--- config.mk ---
export PLATFORM = sky130hd
export DESIGN_NAME = sdr_burst_colgen
export DESIGN_NICKNAME = d
export VERILOG_FILES = /design/src/rtl/colgen_pkg.sv /design/src/rtl/colgen_seq.sv /design/src/rtl/colgen_addr.sv /design/src/rtl/sdr_burst_colgen.sv
export SDC_FILE = /design/constraint.sdc
export NUM_CORES = 1
export LEC_CHECK = 0
export ABC_AREA = 1
export BUFFER_PORTS_ARGS = -buffer_cell sky130_fd_sc_hd__buf_2
export CAP_MARGIN = 25
export CORE_UTILIZATION = 57
export CTS_CLUSTER_DIAMETER = 40
export CTS_CLUSTER_SIZE = 8
export DETAILED_ROUTE_END_ITERATION = 8
export PLACE_DENSITY = 0.88
export SLEW_MARGIN = 0
export SYNTH_ARGS = -nofsm -noshare
export SYNTH_HDL_FRONTEND = slang
export SYNTH_SLANG_ARGS = --single-unit
export TNS_END_PERCENT = 100
--- constraint.sdc ---
create_clock -name clk -period 2.05 [get_ports clk]
set_input_delay 0 -clock clk [delete_from_list [all_inputs] [get_ports clk]]
set_output_delay 0 -clock clk [all_outputs]
set_load 0.05 [all_outputs]
--- src/rtl/colgen_pkg.sv ---
// Package: shared constants and types for the burst column generator.
// Assumes a 3-bit length code with the full-page code at value 7.
package colgen_pkg;
    localparam int LEN_CODE_W = 3;
    localparam logic [LEN_CODE_W-1:0] FULL_PAGE_CODE = 3'd7;

    // Address ordering captured when a burst starts.
    typedef enum logic [1:0] {
        ORD_SEQ  = 2'd0,
        ORD_ILV  = 2'd1,
        ORD_PAGE = 2'd2
    } order_e;
endpackage

--- src/rtl/colgen_seq.sv ---
// Module: burst sequencer. Captures the start column and configuration,
// counts beats, applies terminate and the registered suspend, and flags the
// last beat. Assumes burst_go has priority over burst_stop.
module colgen_seq
    import colgen_pkg::*;
#(
    parameter int COL_W = 9
) (
    input  logic                  clk,
    input  logic                  rst_n,
    input  logic                  go_i,
    input  logic [COL_W-1:0]      col_i,
    input  logic [LEN_CODE_W-1:0] len_i,
    input  logic                  ilv_i,
    input  logic                  stop_i,
    input  logic                  adv_i,
    output logic                  valid_o,
    output logic                  last_o,
    output logic [COL_W-1:0]      beat_o,
    output logic [COL_W-1:0]      base_o,
    output logic [COL_W-1:0]      mask_o,
    output order_e                order_o
);
    logic             adv_q;
    logic             valid_q;
    logic [COL_W-1:0] beat_q;
    logic [COL_W-1:0] base_q;
    logic [COL_W-1:0] mask_q;
    order_e           order_q;
    logic [COL_W-1:0] mask_d;
    order_e           order_d;

    // Decode the length code into a wrap mask and pick the ordering.
    always_comb begin
        case (len_i)
            3'd1:           mask_d = COL_W'(1);
            3'd2:           mask_d = COL_W'(3);
            3'd3:           mask_d = COL_W'(7);
            FULL_PAGE_CODE: mask_d = '1;
            default:        mask_d = '0;
        endcase
        if (len_i == FULL_PAGE_CODE) order_d = ORD_PAGE;
        else if (ilv_i)              order_d = ORD_ILV;
        else                         order_d = ORD_SEQ;
    end

    // Last beat of a fixed-length burst.
    assign last_o = valid_q && (order_q != ORD_PAGE) && (beat_q == mask_q);

    // Register the advance enable to give suspend its one-clock delay.
    always_ff @(posedge clk) begin
        if (!rst_n) adv_q <= 1'b1;
        else        adv_q <= adv_i;
    end

    // Burst state: load on start, clear on stop or final beat, else count.
    always_ff @(posedge clk) begin
        if (!rst_n) begin
            valid_q <= 1'b0;
            beat_q  <= '0;
            base_q  <= '0;
            mask_q  <= '0;
            order_q <= ORD_SEQ;
        end else if (go_i) begin
            valid_q <= 1'b1;
            beat_q  <= '0;
            base_q  <= col_i;
            mask_q  <= mask_d;
            order_q <= order_d;
        end else if (stop_i) begin
            valid_q <= 1'b0;
        end else if (valid_q && adv_q) begin
            if (last_o) valid_q <= 1'b0;
            else        beat_q  <= beat_q + 1'b1;
        end
    end

    assign valid_o = valid_q;
    assign beat_o  = beat_q;
    assign base_o  = base_q;
    assign mask_o  = mask_q;
    assign order_o = order_q;

    // a start always yields beat 0 in the next cycle.
    assert_start_loads_R7: assert property (@(posedge clk) disable iff (!rst_n)
        go_i |=> (valid_q && beat_q == '0));

    // a held suspend keeps the beat counter still.
    assert_hold_on_suspend_R9: assert property (@(posedge clk) disable iff (!rst_n)
        (valid_q && !adv_q && !go_i && !stop_i) |=> $stable(beat_q));

    // advancing past the last beat ends the burst.
    assert_last_ends_R6: assert property (@(posedge clk) disable iff (!rst_n)
        (last_o && adv_q && !go_i && !stop_i) |=> !valid_q);

    // stop without start clears valid.
    assert_stop_clears_R8: assert property (@(posedge clk) disable iff (!rst_n)
        (stop_i && !go_i) |=> !valid_q);
endmodule

--- src/rtl/colgen_addr.sv ---
// Module: address former. Combines the captured base column with the beat
// index per the ordering: wrap-within-block add, XOR, or full-row add.
// Assumes mask is 2^m-1 (all ones for full page).
module colgen_addr
    import colgen_pkg::*;
#(
    parameter int COL_W = 9
) (
    input  logic             clk,
    input  logic             rst_n,
    input  logic             valid_i,
    input  logic [COL_W-1:0] beat_i,
    input  logic [COL_W-1:0] base_i,
    input  logic [COL_W-1:0] mask_i,
    input  order_e           order_i,
    output logic [COL_W-1:0] col_o
);
    logic [COL_W-1:0] sum;
    logic [COL_W-1:0] addr;

    // Form the beat address and blank it outside a burst.
    always_comb begin
        sum = base_i + beat_i;
        if (order_i == ORD_ILV) addr = base_i ^ (beat_i & mask_i);
        else                    addr = (base_i & ~mask_i) | (sum & mask_i);
        col_o = valid_i ? addr : '0;
    end

    // outside the wrap field the address never leaves the start block.
    assert_block_kept_R3: assert property (@(posedge clk) disable iff (!rst_n)
        valid_i |-> ((col_o & ~mask_i) == (base_i & ~mask_i)));

    // idle output is zero.
    assert_idle_zero_R1: assert property (@(posedge clk) disable iff (!rst_n)
        !valid_i |-> (col_o == '0));
endmodule

--- src/rtl/sdr_burst_colgen.sv ---
// Module: top of the burst column address generator. Wires the sequencer
// to the address former. Assumes one command per clock at most.
module sdr_burst_colgen
    import colgen_pkg::*;
#(
    parameter int COL_W = 9
) (
    input  logic                  clk,
    input  logic                  rst_n,
    input  logic                  burst_go,
    input  logic [COL_W-1:0]      start_col,
    input  logic [LEN_CODE_W-1:0] len_code,
    input  logic                  ilv_sel,
    input  logic                  burst_stop,
    input  logic                  adv_en,
    output logic [COL_W-1:0]      col_addr,
    output logic                  beat_valid,
    output logic                  beat_last
);
    logic [COL_W-1:0] beat;
    logic [COL_W-1:0] base;
    logic [COL_W-1:0] mask;
    order_e           order;

    colgen_seq #(.COL_W(COL_W)) u_seq (
        .clk(clk), .rst_n(rst_n), .go_i(burst_go), .col_i(start_col),
        .len_i(len_code), .ilv_i(ilv_sel), .stop_i(burst_stop), .adv_i(adv_en),
        .valid_o(beat_valid), .last_o(beat_last), .beat_o(beat),
        .base_o(base), .mask_o(mask), .order_o(order)
    );

    colgen_addr #(.COL_W(COL_W)) u_addr (
        .clk(clk), .rst_n(rst_n), .valid_i(beat_valid), .beat_i(beat),
        .base_i(base), .mask_i(mask), .order_i(order), .col_o(col_addr)
    );

    // a full-page burst never raises the last flag.
    assert_page_no_last_R6: assert property (@(posedge clk) disable iff (!rst_n)
        (beat_valid && order == ORD_PAGE) |-> !beat_last);
endmodule

# After elaboration in Yosys (flattened, before gate mapping)
# Index checks and enable logic that the tools add are counted.
[totals]
output_inout_bits = 11
memories = 0
ram_bits = 0
inputBits = 18
latchBits = 0
mem_bits_ro = 0
word_cells = 41
regBits = 31
[classes]
div = 0
addsub = 2
n_lt_le_gt_ge = 0
multipliers = 0
n_reduce_logical = 8
n_bitwise = 9
muxes = 9
shift = 0
n_eq_ne = 7
[ops]
columns = ["cell", "count"]
rows = [
  ["case mux 9 bit (4 select lines)", 1],
  ["AND 9 bit", 3],
  ["two-way mux 9 bit", 2],
  ["adder 9 x 1 -> 9 bit, second input constant", 1],
  ["adder 9 bit", 1],
  ["equality test 9 bit", 1],
  ["NOT 9 bit", 1],
  ["OR 9 bit", 1],
  ["XOR 9 bit", 1],
  ["equality test 3 x 2 -> 1 bit, second input constant", 2],
  ["nonzero test 3 bit", 2],
  ["two-way mux 1 bit", 5],
  ["equality test 3 x 1 -> 1 bit, second input constant", 1],
  ["equality test 3 bit, second input constant", 1],
  ["logical AND 1 bit", 3],
  ["NOT 1 bit", 3],
  ["AND reduction 3 bit", 1],
  ["equality test 2 x 1 -> 1 bit, second input constant", 1],
  ["two-way mux 2 bit", 1],
  ["inequality test 2 bit, second input constant", 1],
  ["AND reduction 2 bit", 1],
  ["OR reduction 2 bit", 1],
]

# Longest topological paths before layout
# Gate-level depths: netlist of run 1.
[depth]
word_depth = 7
ltp_mapped = 9
depth_no_buf = 9

# By module
# From an unflattened synthesis of run 1, not the netlist that was laid out.
[unflattened]
cells_unflattened = 315
hier_area_um2 = 1980.6
[modules_own_cells]
columns = ["module", "cells_each", "instances", "area_each_um2", "seq_area_each_um2"]
rows = [
  ["colgen_seq", 169, 1, 1218.7, 500.5],
  ["colgen_addr", 146, 1, 762.0, 0.0],
]

# Least setup slack after synthesis of run 1
# OpenSTA, ideal clock, no wires.
[synth_path]
kind = "flip-flop to output port"
from = "register u_seq.beat_q[0], in the netlist u_seq.beat_o[0]"
to = "output col_addr[1]"
arrival_time_ps = 2334
stages_incl_launch_ff = 5
n_path_buf = 0
slack_ps = -284
t_required_ps = 2050
cell_sequence = "dfxtp_1 ha_1 fa_1 a21oi_1 a221oi_1"
[synth_between]
elab_chain_len = 5
[synth_lines]
columns = ["element", "line_no", "source"]
rows = [
  ["from (decl)", "colgen_seq.sv:26", "logic [COL_W-1:0] beat_q;"],
  ["from (signal assigned)", "colgen_seq.sv:74", "else beat_q <= beat_q + 1'b1;"],
  ["adder 9 bit", "colgen_addr.sv:23", "sum = base_i + beat_i;"],
  ["AND 9 bit", "colgen_addr.sv:25", "else addr = (base_i & ~mask_i) | (sum & mask_i);"],
  ["OR 9 bit", "colgen_addr.sv:25", ""],
  ["two-way mux 9 bit", "colgen_addr.sv:24", "if (order_i == ORD_ILV) addr = base_i ^ (beat_i & mask_i);"],
  ["two-way mux 9 bit", "colgen_addr.sv:26", "col_o = valid_i ? addr : '0;"],
  ["to (decl)", "sdr_burst_colgen.sv:16", "output logic [COL_W-1:0] col_addr,"],
]
# No other way between the ends.

# Final worst setup path of run 1
[layout_path]
from = "register u_seq.beat_q[2], in the netlist u_seq.beat_o[2]"
to = "output col_addr[5]"
# Same word-level chain as after synthesis.

==> out/metrics.cfg, run 1 <==
[power_and_ir_drop]
finalPower_mw=1.05
p_leak_nw=1.21
p_switching_mw=0.358
power_frac_seq=0.501
power_frac_comb=0.270
internal_power_mw=0.691
switching_share=0.341
peakVddDrop_v=0.000364
power.density_mw_per_mm2=419
p_clk_frac=0.229

[timing]
fmax_mhz=481
min_period_ps=2080
rsz0062_at_grt=true
finalCritPeriodShare=1.01
setup_slack_ps=-30.6
setup_tns_ps=-60.4
setup_viol=3
slew_viol_final=0
hold_violations=0
finalClockSkew_ps=8.64
tightest_slew_ps=658
slew-limit-headroom=0.561

[clock_tree]
cts.sinks=25
cts_htree_levels=1
root_buffer=clkbuf_4
clock_latency_ps=330
numCtsBuffers=3
clockBufferDepth=2
cts_tree=built
clk_pin_slew_ps=150

[global_route]
grtUsageMet1=0.365
antenna_found_initial=0
grt_pass1_wl_um=8780
overflow=0
busiest_layer=met2
grt_usage=0.325
grt_pass1_vias=2052
gr-usage-met3=0.0281
grt_max_degree=21
gr-usage-met2=0.610

[die]
core-area_sq_mm=0.00313
die_w_um=59.9
rows=20
die_h_um=59.9
die_area_sq_mm=0.00359
start_util=0.611
num_io_pins=29

[place]
place_congestion=0.931
dp_hpwl_um=3590
dp_slack_ps=173
port_buffers=28
place_area_sq_mm=0.00213

[critical_path]
cp_slowest_cell=dfxtp_2
cp_max_fo=3
end_kind=output pin
critical_path_class=reg -> out
cp.arrival_ps=2080
cpMostUsedCell=nand2_1
required_ps=2050
crit_chain=ha_4, or2_2, nand3b_1, nand2_1, nand2_1, nand3_1, a21oi_1, buf_4
startpoint_type=flip-flop
cp_slowest_stage_delay_ps=380

[route]
via_count=2188
drtPass1Iterations=5
drt_wl_total_um=5910
drt_iter0_markers=199
vias_per_cell=5.65
drc_errors=0
final_antenna_net_count=0
wl_per_cell_um=15.3

[synthesis]
synthCells=291
netlist_top_cells_area=dfxtp_1 (26%), nand2_1 (14%), ha_1 (12%)
synth-seq-cells=25
syn_area_per_cell_sq_um=6.57
yosysWarnings=0
synth_cell_types=30
netlist.area_leader.share=0.262
yosysTopAreaCell=dfxtp_1
syn-cell-area_sq_mm=0.00191
yosysSeqAreaShare=0.262
syn_nets=328

[layout]
drive_gt1_frac=0.216
final_cell_mix=nand2_1 (70), inv_1 (43), nand3_1 (25)
layout.cells.most_common=nand2_1
area_delta_synth_final_pct=31.1
diodes=0
postLayoutCellArea_sq_mm=0.00250
nets=381

[worst_hold_path]
hp-class=in -> reg

[status]
outcome=finished, violations left
failed_checks=negative setup slack

[job]
maxCapViolCount=0

## final cells by class
| cell class | instances | area [sq um] |
|---|---|---|
| well taps | 44 | 55.1 |
| repair buffers | 53 | 422 |
| inverters | 45 | 169 |
| clock buffers | 4 | 26.3 |
| fillers | 211 | 623 |
| multi-input cells | 216 | 1310 |
| flip-flops and latches | 25 | 519 |
## routing by layer
metal | part of all wire | up-vias
met5 | 0 | -
met1 | 0.41 | 1015
met2 | 0.52 | 91
met4 | 0.027 | 0
met3 | 0.044 | 17
li1 | - | 1065
## critical path: cells and delay by family (launching register included)
family | cells | cell delay, ps
fa+ha+maj | 1 | 270
compound gates | 1 | 200
simple gates | 5 | 660
buf+inv | 1 | 240
flops | 1 | 380
## cells in the mapped netlist
| cell type | count |
|---|---|
| nand2_1 | 73 |
| inv_1 | 43 |
| nand3_1 | 27 |
| dfxtp_1 | 25 |
| a21oi_1 | 23 |
| o21ai_0 | 23 |
| ha_1 | 18 |
| nor2_1 | 15 |
| nand4_1 | 6 |
| or2_2 | 5 |
| xor2_1 | 5 |
| clkbuf_1 | 4 |
| a31oi_1 | 2 |
| and2_1 | 2 |
| inv_2 | 2 |
| nand3b_1 | 2 |
| nor3_1 | 2 |
| o211ai_1 | 2 |
| a211oi_1 | 1 |
| a21oi_2 | 1 |
| a221oi_1 | 1 |
| a22o_1 | 1 |
| a32oi_1 | 1 |
| buf_2 | 1 |
| fa_1 | 1 |
| nand2_4 | 1 |
| nand3_4 | 1 |
| nor3_4 | 1 |
| o22ai_1 | 1 |
| xnor2_1 | 1 |
## through the flow
stage	hold WS (ps)	util	instances
final	65.2	0.801	387
after global routing	94.1	0.801	387
after CTS	51.6	0.772	387
after detailed placement	189	0.681	362
after global placement	185	0.681	362
after floorplan	107	-	291
## registers in the layout, indices dropped and copies added, names as in the netlist
name           cells
u_seq.valid_o      1
u_seq.adv_q        1
u_seq.mask_o       4
u_seq.beat_o       9
u_seq.base_o       9
u_seq.order_o      1
## cells by family after synthesis
logic type | count (synthesis) | synth area share
flops | 25 | 0.262
fa+ha+maj | 19 | 0.128
buf+inv | 50 | 0.0989
compound gates | 56 | 0.160
simple gates | 135 | 0.323
xor+xnor | 6 | 0.0275
## path summary, 6_finish.rpt
| kind | startpoint | endpoint | cells past startpoint | slack [ps] |
|---|---|---|---|---|
| setup / recovery | u_seq.beat_o[2]$_SDFFE_PP0P_ | col_addr[5] | 8 | -30 |
| hold / removal | len_code[2] | u_seq.mask_o[7]$_SDFFE_PN0P_ | 5 | 70 |
| setup reg to reg | u_seq.beat_o[0]$_SDFFE_PP0P_ | u_seq.beat_o[7]$_SDFFE_PP0P_ | 8 | 290 |
| hold reg to reg | u_seq.base_o[2]$_SDFFE_PN0P_ | u_seq.base_o[2]$_SDFFE_PN0P_ | 2 | 550 |
## power groups by stage
stage / Combinational, mW / Clock (mW) / Sequential [mW]
after floorplan: 0.157 / 0 / 0.535
after global placement: 0.218 / 0 / 0.534
after detailed placement: 0.223 / 0 / 0.535
after CTS: 0.260 / 0.239 / 0.523
after global routing: 0.305 / 0.255 / 0.527
final: 0.284 / 0.240 / 0.525
## timing repair
item | in CTS | in global routing
setup buffers | 2 | 0
endpoints found under the hold margin | 15 | 0
pin swaps | 4 | 3
endpoints found under the setup margin | 6 | 10
gates resized for setup | 19 | 29
hold buffers | 19 | 0
(Power assumes the default switching activity.)
==> run 2: changes to the inputs <==
==> constraint.sdc (replaced) <==
create_clock -name clk -period 2.05 [get_ports clk]
set_input_delay 0 -clock clk [delete_from_list [all_inputs] [get_ports clk]]
set_output_delay 0 -clock clk [all_outputs]
set_load 0.01 [all_outputs]
==> out/metrics.cfg, run 2 (synthesis results as in run 1) <==
[critical_path]
end_kind=output pin
cp-endpoint=col_addr[2]
required_ps=2050
cp_max_fo=2
startpoint_type=flip-flop
r2r_setup_slack_ps=270
r2r-start=u_seq.beat_o[0]$_SDFFE_PP0P_
rr_worst_depth=8
cp.arrival_ps=1990
critical_path_class=reg -> out
reg2reg_to=u_seq.beat_o[5]$_SDFFE_PP0P_
startpoint=u_seq.beat_o[0]$_SDFFE_PP0P_

[global_route]
overflow=0
grt_pass1_vias=2033
grt_usage=0.315
grt_pass1_wl_um=8460
antenna_found_initial=0
grt_max_degree=21

[job]
maxCapViolCount=0

[timing]
fmax_mhz=501
hold_violations=0
whs_ps=49.4
finalClockSkew_ps=6.88
min_period_ps=1990
slew-limit-headroom=0.577
finalCritPeriodShare=0.973
tightest_slew_ps=634
slew_viol_final=0
rsz0062_at_grt=true
setup_viol=0

[layout]
finish.utilization=0.781
nets=380
layout.cells.most_common=nand2_1
nFillCells=224
area_delta_synth_final_pct=27.8
final_cell_mix=nand2_1 (71), inv_1 (43), buf_2 (28)
layout.cells.non_filler=386
diodes=0
drive_gt1_frac=0.196

[power_and_ir_drop]
power_frac_comb=0.229
p_clk_frac=0.244
power.density_mw_per_mm2=409
p_leak_nw=1.18
internal_power_mw=0.680
switching_share=0.320
p_switching_mw=0.320
peakVddDrop_v=0.000422
power_frac_seq=0.527

[clock_tree]
root_buffer=clkbuf_4
clockBufferDepth=2
cts.sinks=25
clock_latency_ps=340
clk_pin_slew_ps=150
numCtsBuffers=3
cts_tree=built
cts_htree_levels=1

[route]
drc_errors=0
via_count=2220
drt_wl_total_um=5610
drtPass1Iterations=7
drt_iter0_markers=137
vias_per_cell=5.75
wl_per_cell_um=14.5
final_antenna_net_count=0

[place]
place_congestion=0.946
dp_cells=362
dp_hpwl_um=3460
port_buffers=28

[status]
outcome=complete, no violations

[worst_hold_path]
hp-class=in -> reg

[die]
die_area_sq_mm=0.00359
die_h_um=59.9
rows=20
num_io_pins=29
core-area_sq_mm=0.00313
start_util=0.611
die_w_um=59.9

## run 2: changes by cell type in the layout (fill, tap and decap cells not counted), sizes merged
cell	delta
buf	-1
clkbuf	-1
clkinvlp	+1
## run 2: repair_timing
action / CTS / global route
endpoints found under the setup margin: 5 / 7
setup buffers: 1 / 0
hold buffers: 19 / 0
hold endpoints to repair: 15 / 0
gates resized for setup: 7 / 16
pin swaps: 0 / 5
## run 2: area by class of cell
type	count	area (sq um)	share of cell area
inverter	45	169	0.0692
multi-input combinational	216	1310	0.534
clock inverter	1	7.51	0.00307
timing repair buffer	52	368	0.151
tap	44	55.1	0.0225
sequential	25	515	0.211
clock buffer	3	22.5	0.00922
## run 2: worst max-delay path: stages, from the launching register on
cell and delay [ps]:
dfxtp_4 390, ha_4 170, fa_2 360, or2_2 280
nand3_1 80, o211ai_1 90, o21ai_1 100, nor2_1 50
buf_2 140
## run 2: metal layers
| layer | track usage | share of wire |
|---|---|---|
| met5 | 0 | 0 |
| met4 | 0.159 | 0.042 |
| met3 | 0.0563 | 0.058 |
| met2 | 0.563 | 0.49 |
| met1 | 0.353 | 0.41 |
## run 2: worst min path at each step
stage	start	endpoint	slack, ps	cells past startpoint
2_1_floorplan	adv_en	u_seq.adv_q$_SDFF_PN1_	110	1
3_3_place_gp	adv_en	u_seq.adv_q$_SDFF_PN1_	190	2
3_5_place_dp	adv_en	u_seq.adv_q$_SDFF_PN1_	190	2
4_1_cts	len_code[2]	u_seq.mask_o[1]$_SDFFE_PN0P_	40	4
5_1_grt	burst_go	u_seq.base_o[1]$_SDFFE_PN0P_	60	3
6_report	burst_go	u_seq.base_o[1]$_SDFFE_PN0P_	50	3
## run 2: power groups by stage
stage	clock [mW]	combinational (mW)	sequential [mW]
after floorplan	0	0.121	0.531
after global placement	0	0.177	0.534
after detailed placement	0	0.182	0.535
after CTS	0.247	0.212	0.523
after global routing	0.265	0.251	0.528
final	0.244	0.229	0.527
## run 2: stage by stage
stage	area, sq um	total power, mW	TNS [ps]	setup WS (ps)
after detailed placement	2120	0.717	0	324
after global placement	2120	0.711	0	387
after global routing	2440	1.04	-111	-52.9
final	2440	1.00	0	55.6
after CTS	2360	0.982	0	42.7
after floorplan	1910	0.652	0	497
